<file path="src/rtl/arith_flag_pkg.sv">
package arith_flag_pkg;
  localparam int DATA_W = 32;
  localparam int NUM_LANES = 3;

  typedef enum logic [1:0] {
    SZ_BYTE = 2'b00,
    SZ_HALF = 2'b01,
    SZ_WORD = 2'b10,
    SZ_WALT = 2'b11
  } size_e;

  // lane 0: byte, lane 1: half-word, lane 2: full word
  function automatic int lane_width(input int idx);
    return (idx == 0) ? 8 : (idx == 1) ? 16 : DATA_W;
  endfunction

  function automatic logic [1:0] lane_of(input logic [1:0] sz);
    case (sz)
      SZ_BYTE: return 2'd0;
      SZ_HALF: return 2'd1;
      default: return 2'd2;
    endcase
  endfunction
endpackage

</file>
<file path="src/rtl/arith_lane.sv">
module arith_lane #(
  parameter int W = 8
) (
  input  logic [W-1:0] a,
  input  logic [W-1:0] b_eff,
  input  logic         c_eff,
  output logic [W-1:0] sum,
  output logic         c_top,
  output logic         c_sign
);
  logic [W:0] full;

  always_comb begin
    full   = {1'b0, a} + {1'b0, b_eff} + {{W{1'b0}}, c_eff};
    sum    = full[W-1:0];
    c_top  = full[W];
    // carry that entered the sign position
    c_sign = full[W-1] ^ a[W-1] ^ b_eff[W-1];
  end
endmodule

</file>
<file path="src/rtl/arith_flag_pick.sv">
module arith_flag_pick
  import arith_flag_pkg::*;
#(
  parameter int DW = DATA_W,
  parameter int NL = NUM_LANES
) (
  input  logic [NL-1:0][DW-1:0] lane_sum,
  input  logic [NL-1:0]         lane_ctop,
  input  logic [NL-1:0]         lane_csign,
  input  logic [1:0]            lane_sel,
  input  logic                  nib_carry,
  input  logic                  is_sub,
  output logic [DW-1:0]         res,
  output logic                  fc,
  output logic                  fp,
  output logic                  fa,
  output logic                  fz,
  output logic                  fs,
  output logic                  fo
);
  always_comb begin
    res = lane_sum[lane_sel];
    fc  = lane_ctop[lane_sel] ^ is_sub;
    fo  = lane_ctop[lane_sel] ^ lane_csign[lane_sel];
    fa  = nib_carry ^ is_sub;
    fp  = ~^res[7:0];
    fz  = (res == '0);
    case (lane_sel)
      2'd0:    fs = res[7];
      2'd1:    fs = res[15];
      default: fs = res[DW-1];
    endcase
  end
endmodule

</file>
<file path="src/rtl/arith_flag_unit.sv">
module arith_flag_unit
  import arith_flag_pkg::*;
(
  input  logic              clk,
  input  logic              rst,
  input  logic              in_valid,
  input  logic              op_sub,
  input  logic [1:0]        size,
  input  logic [DATA_W-1:0] opa,
  input  logic [DATA_W-1:0] opb,
  input  logic              cin,
  output logic              out_valid,
  output logic [DATA_W-1:0] result,
  output logic              flag_c,
  output logic              flag_p,
  output logic              flag_a,
  output logic              flag_z,
  output logic              flag_s,
  output logic              flag_o
);
  logic [DATA_W-1:0] b_eff;
  logic              c_eff;
  logic [4:0]        nib;

  assign b_eff = op_sub ? ~opb : opb;
  assign c_eff = op_sub ? ~cin : cin;
  assign nib   = {1'b0, opa[3:0]} + {1'b0, b_eff[3:0]} + {4'b0, c_eff};

  logic [NUM_LANES-1:0][DATA_W-1:0] lane_sum;
  logic [NUM_LANES-1:0]             lane_ctop;
  logic [NUM_LANES-1:0]             lane_csign;

  for (genvar i = 0; i < NUM_LANES; i++) begin : g_lane
    localparam int LW = lane_width(i);
    logic [LW-1:0] s;
    arith_lane #(.W(LW)) u_lane (
      .a      (opa[LW-1:0]),
      .b_eff  (b_eff[LW-1:0]),
      .c_eff  (c_eff),
      .sum    (s),
      .c_top  (lane_ctop[i]),
      .c_sign (lane_csign[i])
    );
    if (LW < DATA_W) begin : g_pad
      assign lane_sum[i] = {{(DATA_W-LW){1'b0}}, s};
    end else begin : g_full
      assign lane_sum[i] = s;
    end
  end

  logic [DATA_W-1:0] res_d;
  logic fc_d, fp_d, fa_d, fz_d, fs_d, fo_d;

  arith_flag_pick #(.DW(DATA_W), .NL(NUM_LANES)) u_pick (
    .lane_sum   (lane_sum),
    .lane_ctop  (lane_ctop),
    .lane_csign (lane_csign),
    .lane_sel   (lane_of(size)),
    .nib_carry  (nib[4]),
    .is_sub     (op_sub),
    .res        (res_d),
    .fc         (fc_d),
    .fp         (fp_d),
    .fa         (fa_d),
    .fz         (fz_d),
    .fs         (fs_d),
    .fo         (fo_d)
  );

  logic [1:0] size_q;

  always_ff @(posedge clk) begin
    if (rst) begin
      out_valid <= 1'b0;
      result    <= '0;
      size_q    <= 2'b00;
      {flag_c, flag_p, flag_a, flag_z, flag_s, flag_o} <= '0;
    end else begin
      out_valid <= in_valid;
      if (in_valid) begin
        result <= res_d;
        size_q <= size;
        {flag_c, flag_p, flag_a, flag_z, flag_s, flag_o} <=
          {fc_d, fp_d, fa_d, fz_d, fs_d, fo_d};
      end
    end
  end

  // a result strobe only follows an accepted operation
  a_r9_valid_follows: assert property (@(posedge clk) disable iff (rst)
    out_valid |-> $past(in_valid));
  // held outputs do not move without an operation
  a_r9_hold: assert property (@(posedge clk) disable iff (rst)
    (!$past(in_valid) && !$past(rst)) |-> $stable(result));

  a_r4_zero: assert property (@(posedge clk) disable iff (rst)
    out_valid |-> (flag_z == (result == '0)));

  a_r5_parity: assert property (@(posedge clk) disable iff (rst)
    out_valid |-> (flag_p == ~^result[7:0]));

  a_r6_sign: assert property (@(posedge clk) disable iff (rst)
    out_valid |-> (flag_s == ((size_q == 2'b00) ? result[7] :
                              (size_q == 2'b01) ? result[15] : result[DATA_W-1])));
  // upper bits of narrow results are clear
  a_r8_byte_upper: assert property (@(posedge clk) disable iff (rst)
    (out_valid && size_q == 2'b00) |-> (result[DATA_W-1:8] == '0));
  a_r8_half_upper: assert property (@(posedge clk) disable iff (rst)
    (out_valid && size_q == 2'b01) |-> (result[DATA_W-1:16] == '0));
endmodule

</file>
<file path="config.mk">
export PLATFORM = sky130hd
export DESIGN_NAME = arith_flag_unit
export DESIGN_NICKNAME = d
export VERILOG_FILES = /design/src/rtl/arith_flag_pkg.sv /design/src/rtl/arith_lane.sv /design/src/rtl/arith_flag_pick.sv /design/src/rtl/arith_flag_unit.sv
export SDC_FILE = /design/constraint.sdc
export NUM_CORES = 1
export LEC_CHECK = 0
export BUFFER_PORTS_ARGS = -buffer_cell sky130_fd_sc_hd__buf_2
export CORE_UTILIZATION = 48
export DETAILED_ROUTE_END_ITERATION = 8
export PLACE_DENSITY = 0.78
export SYNTH_ARGS = -nofsm -noshare
export SYNTH_HDL_FRONTEND = slang
export SYNTH_SLANG_ARGS = --single-unit
</file>
<file path="constraint.sdc">
create_clock -name clk -period 4.4 [get_ports clk]
set_clock_uncertainty 0.1 [all_clocks]
set_input_delay 0.44 -clock clk [delete_from_list [all_inputs] [get_ports clk]]
set_output_delay 0.44 -clock clk [all_outputs]
set_load 0.1 [all_outputs]
</file>
---- Yosys cells after proc, flatten, opt, wreduce, memory -nomap -nowiden ----
Cells that the tools add are included.
W data, S select, Z words.
storage, ports and cells
  register bits after elaboration ......... 39
  word-level logic and storage cells ...... 44
  input bits .............................. 71
  output and inout port bits .............. 39
operators by class
  order comparisons ....................... 1
  bitwise operators ....................... 11
  equal/unequal tests ..................... 2
  reduce and logical (&&, ||, !) cells .... 4
  multiplexer cells ....................... 10
  $add $sub $neg .......................... 8
operators by type and width
  operator              count
  $bmux W32 S2          1
  $mux W32              2
  $add A32 B32 Y33      1
  $add A33 B1 Y33       1
  $logic_not A32 Y1     1
  $not A32 Y32          1
  $add A16 B16 Y17      1
  $add A17 B1 Y17       1
  $add A8 B8 Y9         1
  $add A9 B1 Y9         1
  $xor A1 B1 Y1         9
  $reduce_xnor A8 Y1    1
  $add A4 B4 Y5         1
  $add A5 B1 Y5         1
  $bmux W1 S2           2
  $eq A2 B1 Y1 const B  2
  $logic_not A2 Y1      2
  $pmux W2 S2           1
  $lt A2 B3 Y1 const B  1
  $mux W1               3
  $pmux W1 S2           1
  $not A1 Y1            1

---- Logic depth before layout (Yosys ltp) ----
Gate-level depths: netlist of the first run.
  word-level depth ........................ 9
  mapped depth ............................ 16
  gate-level depth less buffers ........... 14

---- By module ----
Synthesis of the first run repeated with hierarchy kept, for this count alone.
second synthesis, totals
  cell total of the unflattened synthesis .. 680
  area, all modules ....................... 5733.0 um^2
by module, submodules not included
  module                         area an instance (um^2)  instances  cells each
  arith_flag_unit                1811.7                   1          174
  arith_lane (g_lane[2].u_lane)  1800.5                   1          244
  arith_flag_pick                992.2                    1          124
  arith_lane (g_lane[1].u_lane)  752.0                    1          94
  arith_lane (g_lane[0].u_lane)  376.6                    1          44

---- Worst setup path after synthesis of the first run ----
No wires, ideal clock.
  path type ............................... input -> register
  start ................................... in op_sub
  end ..................................... reg flag_z
  required time ........................... 4.241 ns
  arrival ................................. 4.418 ns
  path buffers ............................ 2
  stages on the path ...................... 15
  setup slack ............................. -0.176 ns
  library setup time ...................... 0.059 ns
  cells stage by stage .................... clkbuf_1 > buf_1 > xor2_1 > fa_1 > fa_1 > a21o_1 > a221o_1 > and4_4 > or2_1 > xor2_1 > or4_4 > a221oi_2 > nand3_1 > nor3_1 > a31o_1
between the ends
  cells in the longest elaborated chain, start to end .. 6
RTL lines
  item                                      RTL line               source
  start, declared                           arith_flag_unit.sv:7   input logic op_sub,
  $mux W32                                  arith_flag_unit.sv:25  assign b_eff = op_sub ? ~opb : opb;
  $add A32 B32 Y33 (tied with other cells)  arith_lane.sv:14       full = {1'b0, a} + {1'b0, b_eff} + {{W{1'b0}}, c_eff};
  $add A33 B1 Y33 (tied with other cells)   arith_lane.sv:14
  $bmux W32 S2 *                            arith_flag_pick.sv:22  res = lane_sum[lane_sel];
  $mux W32 (implied by the code) *          arith_flag_pick.sv:22
  $logic_not A32 Y1 *                       arith_flag_pick.sv:27  fz = (res == '0);
  end signal, assigned                      arith_flag_unit.sv:83  {flag_c, flag_p, flag_a, flag_z, flag_s, flag_o} <=
  end, declared                             arith_flag_unit.sv:17  output logic flag_z,
Every way passes the cells marked *; elsewhere a longest branch is shown, timed or not. The select of a mux whose other input is x is not followed.
A chain may end at the register's enable or synchronous reset.

---- Final worst setup path of the first run ----
Same ends and word-level chain as after synthesis.

==> flow_summary.yaml, run 1 <==
clock_tree:
  cts_resized: 0
  cts.hold.buffers_added: 0
  cts.root.buffer_cell: "sky130_fd_sc_hd__clkbuf_8"
  clock_tree_from_tritoncts: "yes"
  clock_path_buffers: 2
  cts.htree.levels: 2
  cts_num_sinks: 39
  cts_made_buffers: 5
  worst_skew_pair.late_latency_ns: 0.29
  path_clk_slew_ns: 0.08
  postCtsSetupRepairBufs: 0
placement:
  dp_slack_ns: 0.131
  routabilityCongestion: 1.01
  detailed_place_hpwl_um: 8420
  port_buffers: 109
route:
  drt-total-wl_um: 10300
  wl_per_cell_um: 15.2
  route.detailed.vias_per_inst: 5.76
  antenna_left: 0
  number_of_design_rule_violations_left_by_the_first_detailed_router_iteration: 278
  drcViolationCount: 0
  firstDrtPassIters: 5
  routed-via-count: 3910
sta:
  final-setup-viol-count: 0
  rsz0062_at_grt: "false"
  timing.final.crit_share_pct: 92.0
  report.final.hold_viol_count: 0
  setup_total_negative_slack_ns: 0
  final_critical_path_setup_slack_ns: 0.354
  relSlewSlack_pct: 36.7
  max_freq_mhz: 247
  slew_viol_final: 0
  worst-slew-pin-transition_ns: 0.948
  layout_min_cycle_time_ns: 4.05
global_route:
  grt_pass1_wl_um: 16800
  number_of_antenna_violations_at_the_first_check_in_global_routing: 0
  grt_max_degree: 40
  number_of_global_route_vias_before_repair: 3541
  grt_remaining_overflow: 0
  track_usage_pct: 25.1
worst_setup_path:
  worst_setup_path_endpoint: "flag_z"
  worstRegToRegCells: 3
  timing.critical_path.arrival_ns: 4.19
  worstReg2RegStart: "flag_o"
  worst_setup_path_start: "op_sub"
  critPathCaptureType: "register"
  critical_path_class: "primary input to register"
  ff2ff_setup_slack_ns: 3.43
  critical_path_peak_fanout: 25
  r2r-end: "flag_o"
  timing.critical_path.required_ns: 4.54
  critPathLaunchType: "primary input"
run:
  cap_viol_max_count: 0
cells_and_area:
  area_growth_pct: 20.2
  num-fill-cells: 698
  antenna_cell_count: 0
  final_nets: 687
  area.sequential_sq_um: 781
  footprint_of_the_multi_input_gates_sq_um: 2820
  share_of_post_route_cells_with_drive_strength_above_1_pct: 23.1
logic_synthesis:
  synth_largest_type_area_fraction_pct: 20.9
  synth_cell_types: 62
  post-synth-top-area-cell: "sky130_fd_sc_hd__dfxtp_1"
  synth_area_sq_um: 3740
  yosys_warnings: 0
  postSynthAreaPerCell_sq_um: 7.78
  synth_sequential_area_ratio_pct: 20.9
  netlist_top_cells_area: "sky130_fd_sc_hd__dfxtp_1, sky130_fd_sc_hd__ha_1, sky130_fd_sc_hd__xor2_1, sky130_fd_sc_hd__xnor2_1, sky130_fd_sc_hd__a21oi_1"
  postSynth.asyncResetShare_pct: 0
  postSynth.topFlopCell: "sky130_fd_sc_hd__dfxtp_1"
  ys_ff_latch: 39
  post_synth_inst_count: 481
  synth_edf_count: 0
  syn-num-nets: 589
pwr:
  power_leakage_nw: 2.09
  worst_ir_drop_vdd_mv: 0.143
  power_total_mw: 1.86
  pwr_density_cell_nw_per_um2: 413
status:
  outcome: "complete, no violations"
floorplanning:
  floorplan.die.width_um: 90.3
  die_area_sq_um: 8150
  placement_rows: 31
  floorplan.io_pins: 110
  coreArea_sq_um: 7410
  start_util_pct: 50.5
  die_y_um: 90.3
min_path:
  worstHoldStart: "result[27]"
  hold_path.class: "register to register"
## per-stage QoR
step                      area, sq um  util [%]  hold slack [ns]  std cells
after floorplan                  3740         -            0.516        481
after global placement           4360      58.9            0.354        671
after detailed placement         4360      58.9            0.359        671
after CTS                        4490      60.7            0.371        679
after global routing             4490      60.7            0.391        679
final                            4490      60.7            0.370        679
## layer usage
metal	share of wire (%)	vias up	GRT usage (%)
met5	0	-	0
li1	-	1927	-
met4	2.5	0	9.68
met3	5.8	24	1.85
met1	45	1796	33.9
met2	47	163	41.5
## kinds of logic after synthesis
family | Yosys count | synth area share, %
AND/OR/NAND/NOR | 157 | 20.0
AO/OA/AOI/OAI | 134 | 23.9
XOR/XNOR | 72 | 17.1
flip-flops | 39 | 20.9
adder cells (fa/ha/maj) | 37 | 12.8
buffers and inverters | 36 | 3.68
multiplexers | 6 | 1.64
## flip-flops by register name (all words and copies together), names as in the netlist
signal and cells:
flag_s 1, flag_z 1, flag_a 1, flag_p 1, result 32, out_valid 1
flag_o 1, flag_c 1
## worst max-delay path, stage by stage
cell,delay [ns]
sky130_fd_sc_hd__buf_2,0.12
sky130_fd_sc_hd__buf_4,0.37
sky130_fd_sc_hd__xor2_1,0.28
sky130_fd_sc_hd__ha_1,0.30
sky130_fd_sc_hd__a211oi_1,0.38
sky130_fd_sc_hd__o211ai_1,0.26
sky130_fd_sc_hd__a31oi_2,0.33
sky130_fd_sc_hd__o221a_4,0.23
sky130_fd_sc_hd__xnor2_2,0.12
sky130_fd_sc_hd__or3_1,0.48
sky130_fd_sc_hd__or4_1,0.60
sky130_fd_sc_hd__o21ai_1,0.14
sky130_fd_sc_hd__a31o_1,0.14
## placed cells by master, fill, tap and decap left out, drive strengths merged, types with 2 or more instances in the layout
master / count
a31oi: 11
o41ai: 3
nor4: 2
a41oi: 2
nand3: 16
a211o: 3
buf: 115
a21oi: 42
mux2i: 5
a221o: 2
o21bai: 2
xor2: 46
or3: 2
a22oi: 13
or4: 3
fa: 2
ha: 35
nand2b: 3
nand2: 35
dfxtp: 39
o22ai: 2
a221oi: 3
or2: 3
inv: 12
a21o: 9
and4: 2
nand4: 7
o211ai: 5
and3: 2
and2: 5
bufinv: 2
xnor2: 26
a31o: 2
a211oi: 5
o21ai: 20
nor3b: 2
nor2b: 11
nor3: 7
nor2: 56
clkbuf: 6
## area by class of cell
cell class,instances,area share (%)
Sequential cell,39,17.4
Multi-Input combinational cell,406,62.8
Timing Repair Buffer,115,13.1
Clock inverter,2,1.34
Clock buffer,6,1.61
Inverter,12,1.00
Tap cell,99,2.76
## synth_stat cells (3+ instances only)
library cell               count
sky130_fd_sc_hd__xnor2_1      25
sky130_fd_sc_hd__clkbuf_1     17
sky130_fd_sc_hd__a22oi_1      13
sky130_fd_sc_hd__ha_1         35
sky130_fd_sc_hd__nor2_1       56
sky130_fd_sc_hd__o211ai_1      5
sky130_fd_sc_hd__a21oi_1      42
sky130_fd_sc_hd__nand2b_1      3
sky130_fd_sc_hd__xor2_1       46
sky130_fd_sc_hd__a21o_1        9
sky130_fd_sc_hd__a211oi_1      5
sky130_fd_sc_hd__nand4_1       7
sky130_fd_sc_hd__nor3_1        7
sky130_fd_sc_hd__and2_1        4
sky130_fd_sc_hd__a31oi_1      10
sky130_fd_sc_hd__nor2b_1      11
sky130_fd_sc_hd__inv_1        12
sky130_fd_sc_hd__o41ai_1       3
sky130_fd_sc_hd__mux2i_1       5
sky130_fd_sc_hd__a211o_1       3
sky130_fd_sc_hd__nand2_1      35
sky130_fd_sc_hd__o21ai_0      19
sky130_fd_sc_hd__dfxtp_1      39
sky130_fd_sc_hd__nand3_1      16
sky130_fd_sc_hd__buf_1         5
## power breakdown
part / internal [mW] / total, mW / switching (mW) / leakage (nW)
Combinational: 0.351 / 1.09 / 0.735 / 1.71
Sequential: 0.392 / 0.413 / 0.0202 / 0.320
Clock: 0.227 / 0.357 / 0.130 / 0.0654
## worst min path at each step
stage	to	slack, ns	cells past startpoint
2_1_floorplan	out_valid	0.52	2
3_3_place_gp	result[27]	0.35	2
3_5_place_dp	result[28]	0.36	2
4_1_cts	result[27]	0.37	2
5_1_grt	result[27]	0.39	2
6_report	result[27]	0.37	2
Note: power is estimated with default switching activity, not from simulation.
==> run 2: changes to the inputs <==
--- a/config.mk
+++ b/config.mk
@@ -6,9 +6,11 @@
 export NUM_CORES = 1
 export LEC_CHECK = 0
 export BUFFER_PORTS_ARGS = -buffer_cell sky130_fd_sc_hd__buf_2
-export CORE_UTILIZATION = 48
+export CELL_PAD_IN_SITES_DETAIL_PLACEMENT = 0
+export CELL_PAD_IN_SITES_GLOBAL_PLACEMENT = 1
+export CORE_UTILIZATION = 34
 export DETAILED_ROUTE_END_ITERATION = 8
-export PLACE_DENSITY = 0.78
+export PLACE_DENSITY_LB_ADDON = 0.1
 export SYNTH_ARGS = -nofsm -noshare
 export SYNTH_HDL_FRONTEND = slang
 export SYNTH_SLANG_ARGS = --single-unit
==> run 2 against run 1 <==
Net effect:
- clock power decreased by 11%
- non-clock buffer count increased by 9
- wire length grew 9.3%
- sequential power about the same
- first-iteration DRC count fell by 41%
- critical endpoint unchanged
- highest routed layer unchanged
==> flow_summary.yaml, run 2 (synthesis gave the netlist of run 1 again) <==
sta:
  rsz0062_at_grt: "false"
  worst-slew-pin-transition_ns: 1.05
  relSlewSlack_pct: 29.7
  report.final.hold_viol_count: 0
  fin_hold_ws_ns: 0.371
  layout_min_cycle_time_ns: 3.85
  timing.final.crit_share_pct: 87.5
  setup_total_negative_slack_ns: 0
  max_freq_mhz: 260
  final-setup-viol-count: 0
  slew_viol_final: 0
placement:
  routabilityCongestion: 0.827
  port_buffers: 109
  detailed_place_hpwl_um: 9080
  placed_cells: 717
pwr:
  clockPowerShare_pct: 17.2
  comb_power_share_pct: 60.3
  worst_ir_drop_vdd_mv: 0.259
  power_leakage_nw: 2.14
  pwr_density_cell_nw_per_um2: 400
  p_sw_share_pct: 48.6
  power.internal_uw: 945
  power.share.sequential_pct: 22.5
  switch_pwr_uw: 895
worst_setup_path:
  timing.critical_path.arrival_ns: 4.00
  critical_path_class: "primary input to register"
  critPathLaunchType: "primary input"
  worstReg2RegStart: "flag_o"
  critical_path_peak_fanout: 33
  timing.critical_path.required_ns: 4.54
  critPathCaptureType: "register"
  worst_setup_path_start: "op_sub"
min_path:
  hold_path.class: "register to register"
  worstHoldStart: "result[28]"
cells_and_area:
  largest_register: "result"
  final_nets: 696
  area_growth_pct: 23.2
  layout_common_cells: "sky130_fd_sc_hd__buf_2, sky130_fd_sc_hd__nor2_1, sky130_fd_sc_hd__xor2_1, sky130_fd_sc_hd__a21oi_1, sky130_fd_sc_hd__dfxtp_1"
  largest_register_ff_count: 32
  finalNonFillerCells: 725
  antenna_cell_count: 0
  layout.cells.most_common: "sky130_fd_sc_hd__buf_2"
  num-fill-cells: 1118
  share_of_post_route_cells_with_drive_strength_above_1_pct: 24.4
clock_tree:
  cts.root.buffer_cell: "sky130_fd_sc_hd__clkbuf_8"
  worst_skew_pair.late_latency_ns: 0.29
  path_clk_slew_ns: 0.08
  cts_made_buffers: 5
  cts.hold.buffers_added: 0
  clock_tree_from_tritoncts: "yes"
  postCtsSetupRepairBufs: 0
  cts_num_sinks: 39
  cts_resized: 0
  cts.htree.levels: 2
  clock_path_buffers: 2
floorplanning:
  coreArea_sq_um: 10500
  die_y_um: 107
  die_area_sq_um: 11400
  floorplan.io_pins: 110
  floorplan.die.width_um: 107
  placement_rows: 37
  start_util_pct: 35.6
route:
  antenna_left: 0
  drt-total-wl_um: 11300
  routed-via-count: 3881
  route.detailed.vias_per_inst: 5.35
  firstDrtPassIters: 4
  number_of_design_rule_violations_left_by_the_first_detailed_router_iteration: 163
  drcViolationCount: 0
  wl_per_cell_um: 15.6
global_route:
  grt_remaining_overflow: 0
  track_usage_pct: 19.8
  grt_max_degree: 40
  grt_pass1_wl_um: 18100
  number_of_antenna_violations_at_the_first_check_in_global_routing: 0
  number_of_global_route_vias_before_repair: 3662
run:
  cap_viol_max_count: 0
status:
  outcome: "complete, no violations"
[run 2: cell count changes in the layout (fill, tap and decap cells not counted)]
cell and delta:
sky130_fd_sc_hd__buf_4 +8, sky130_fd_sc_hd__bufinv_16 -1, sky130_fd_sc_hd__buf_12 +1, sky130_fd_sc_hd__clkbuf_8 +1, sky130_fd_sc_hd__clkbuf_1 -1, sky130_fd_sc_hd__clkinv_2 +1
[run 2: per-layer routing]
layer	part of all wire (%)	global-route usage, %
met1	47	27.0
met2	47	33.4
met3	4.8	2.19
met4	1.1	4.40
met5	0	0
[run 2: critical path: stages]
cell	delay, ns
sky130_fd_sc_hd__buf_2	0.14
sky130_fd_sc_hd__buf_12	0.25
sky130_fd_sc_hd__xor2_1	0.26
sky130_fd_sc_hd__ha_1	0.30
sky130_fd_sc_hd__a211oi_1	0.32
sky130_fd_sc_hd__o211ai_1	0.27
sky130_fd_sc_hd__a31oi_2	0.35
sky130_fd_sc_hd__o221a_4	0.23
sky130_fd_sc_hd__xnor2_2	0.12
sky130_fd_sc_hd__or3_1	0.46
sky130_fd_sc_hd__or4_1	0.56
sky130_fd_sc_hd__o21ai_1	0.14
sky130_fd_sc_hd__a31o_1	0.14
[run 2: worst paths after layout]
path / depth (start not counted) / slack [ns] / end
worst max-delay path: 13 / 0.55 / flag_z
worst min-delay path: 2 / 0.37 / result[28]
worst max register to register: 3 / 3.41 / flag_o
worst min register to register: 2 / 0.37 / result[28]
[run 2: power groups by stage]
stage,Clock (mW),Combinational [mW],Sequential [mW]
floorplan,0,0.570,0.698
global placement,0,1.10,0.422
detailed placement,0,1.11,0.423
CTS,0.327,1.11,0.415
global route,0.341,1.20,0.418
finish,0.317,1.11,0.414
[run 2: cell type report]
cell class,count,area [sq um],area share [%]
clock buffer,6,82.6,1.79
clock inverter,2,35.0,0.761
inverter,12,45.0,0.978
multi-input combinational,406,2820,61.3
sequential,39,781,17.0
tap,136,170,3.69
timing repair buffer,124,671,14.6
[run 2: per-stage QoR]
stage | util (%) | power, mW | instance area [sq um] | setup slack (ns)
2_1_floorplan | - | 1.27 | 3740 | 0.0357
3_3_place_gp | 42.7 | 1.52 | 4490 | 0.293
3_5_place_dp | 42.7 | 1.53 | 4490 | 0.267
4_1_cts | 43.8 | 1.85 | 4610 | 0.563
5_1_grt | 43.8 | 1.96 | 4610 | 0.366
6_report | 43.8 | 1.84 | 4610 | 0.548
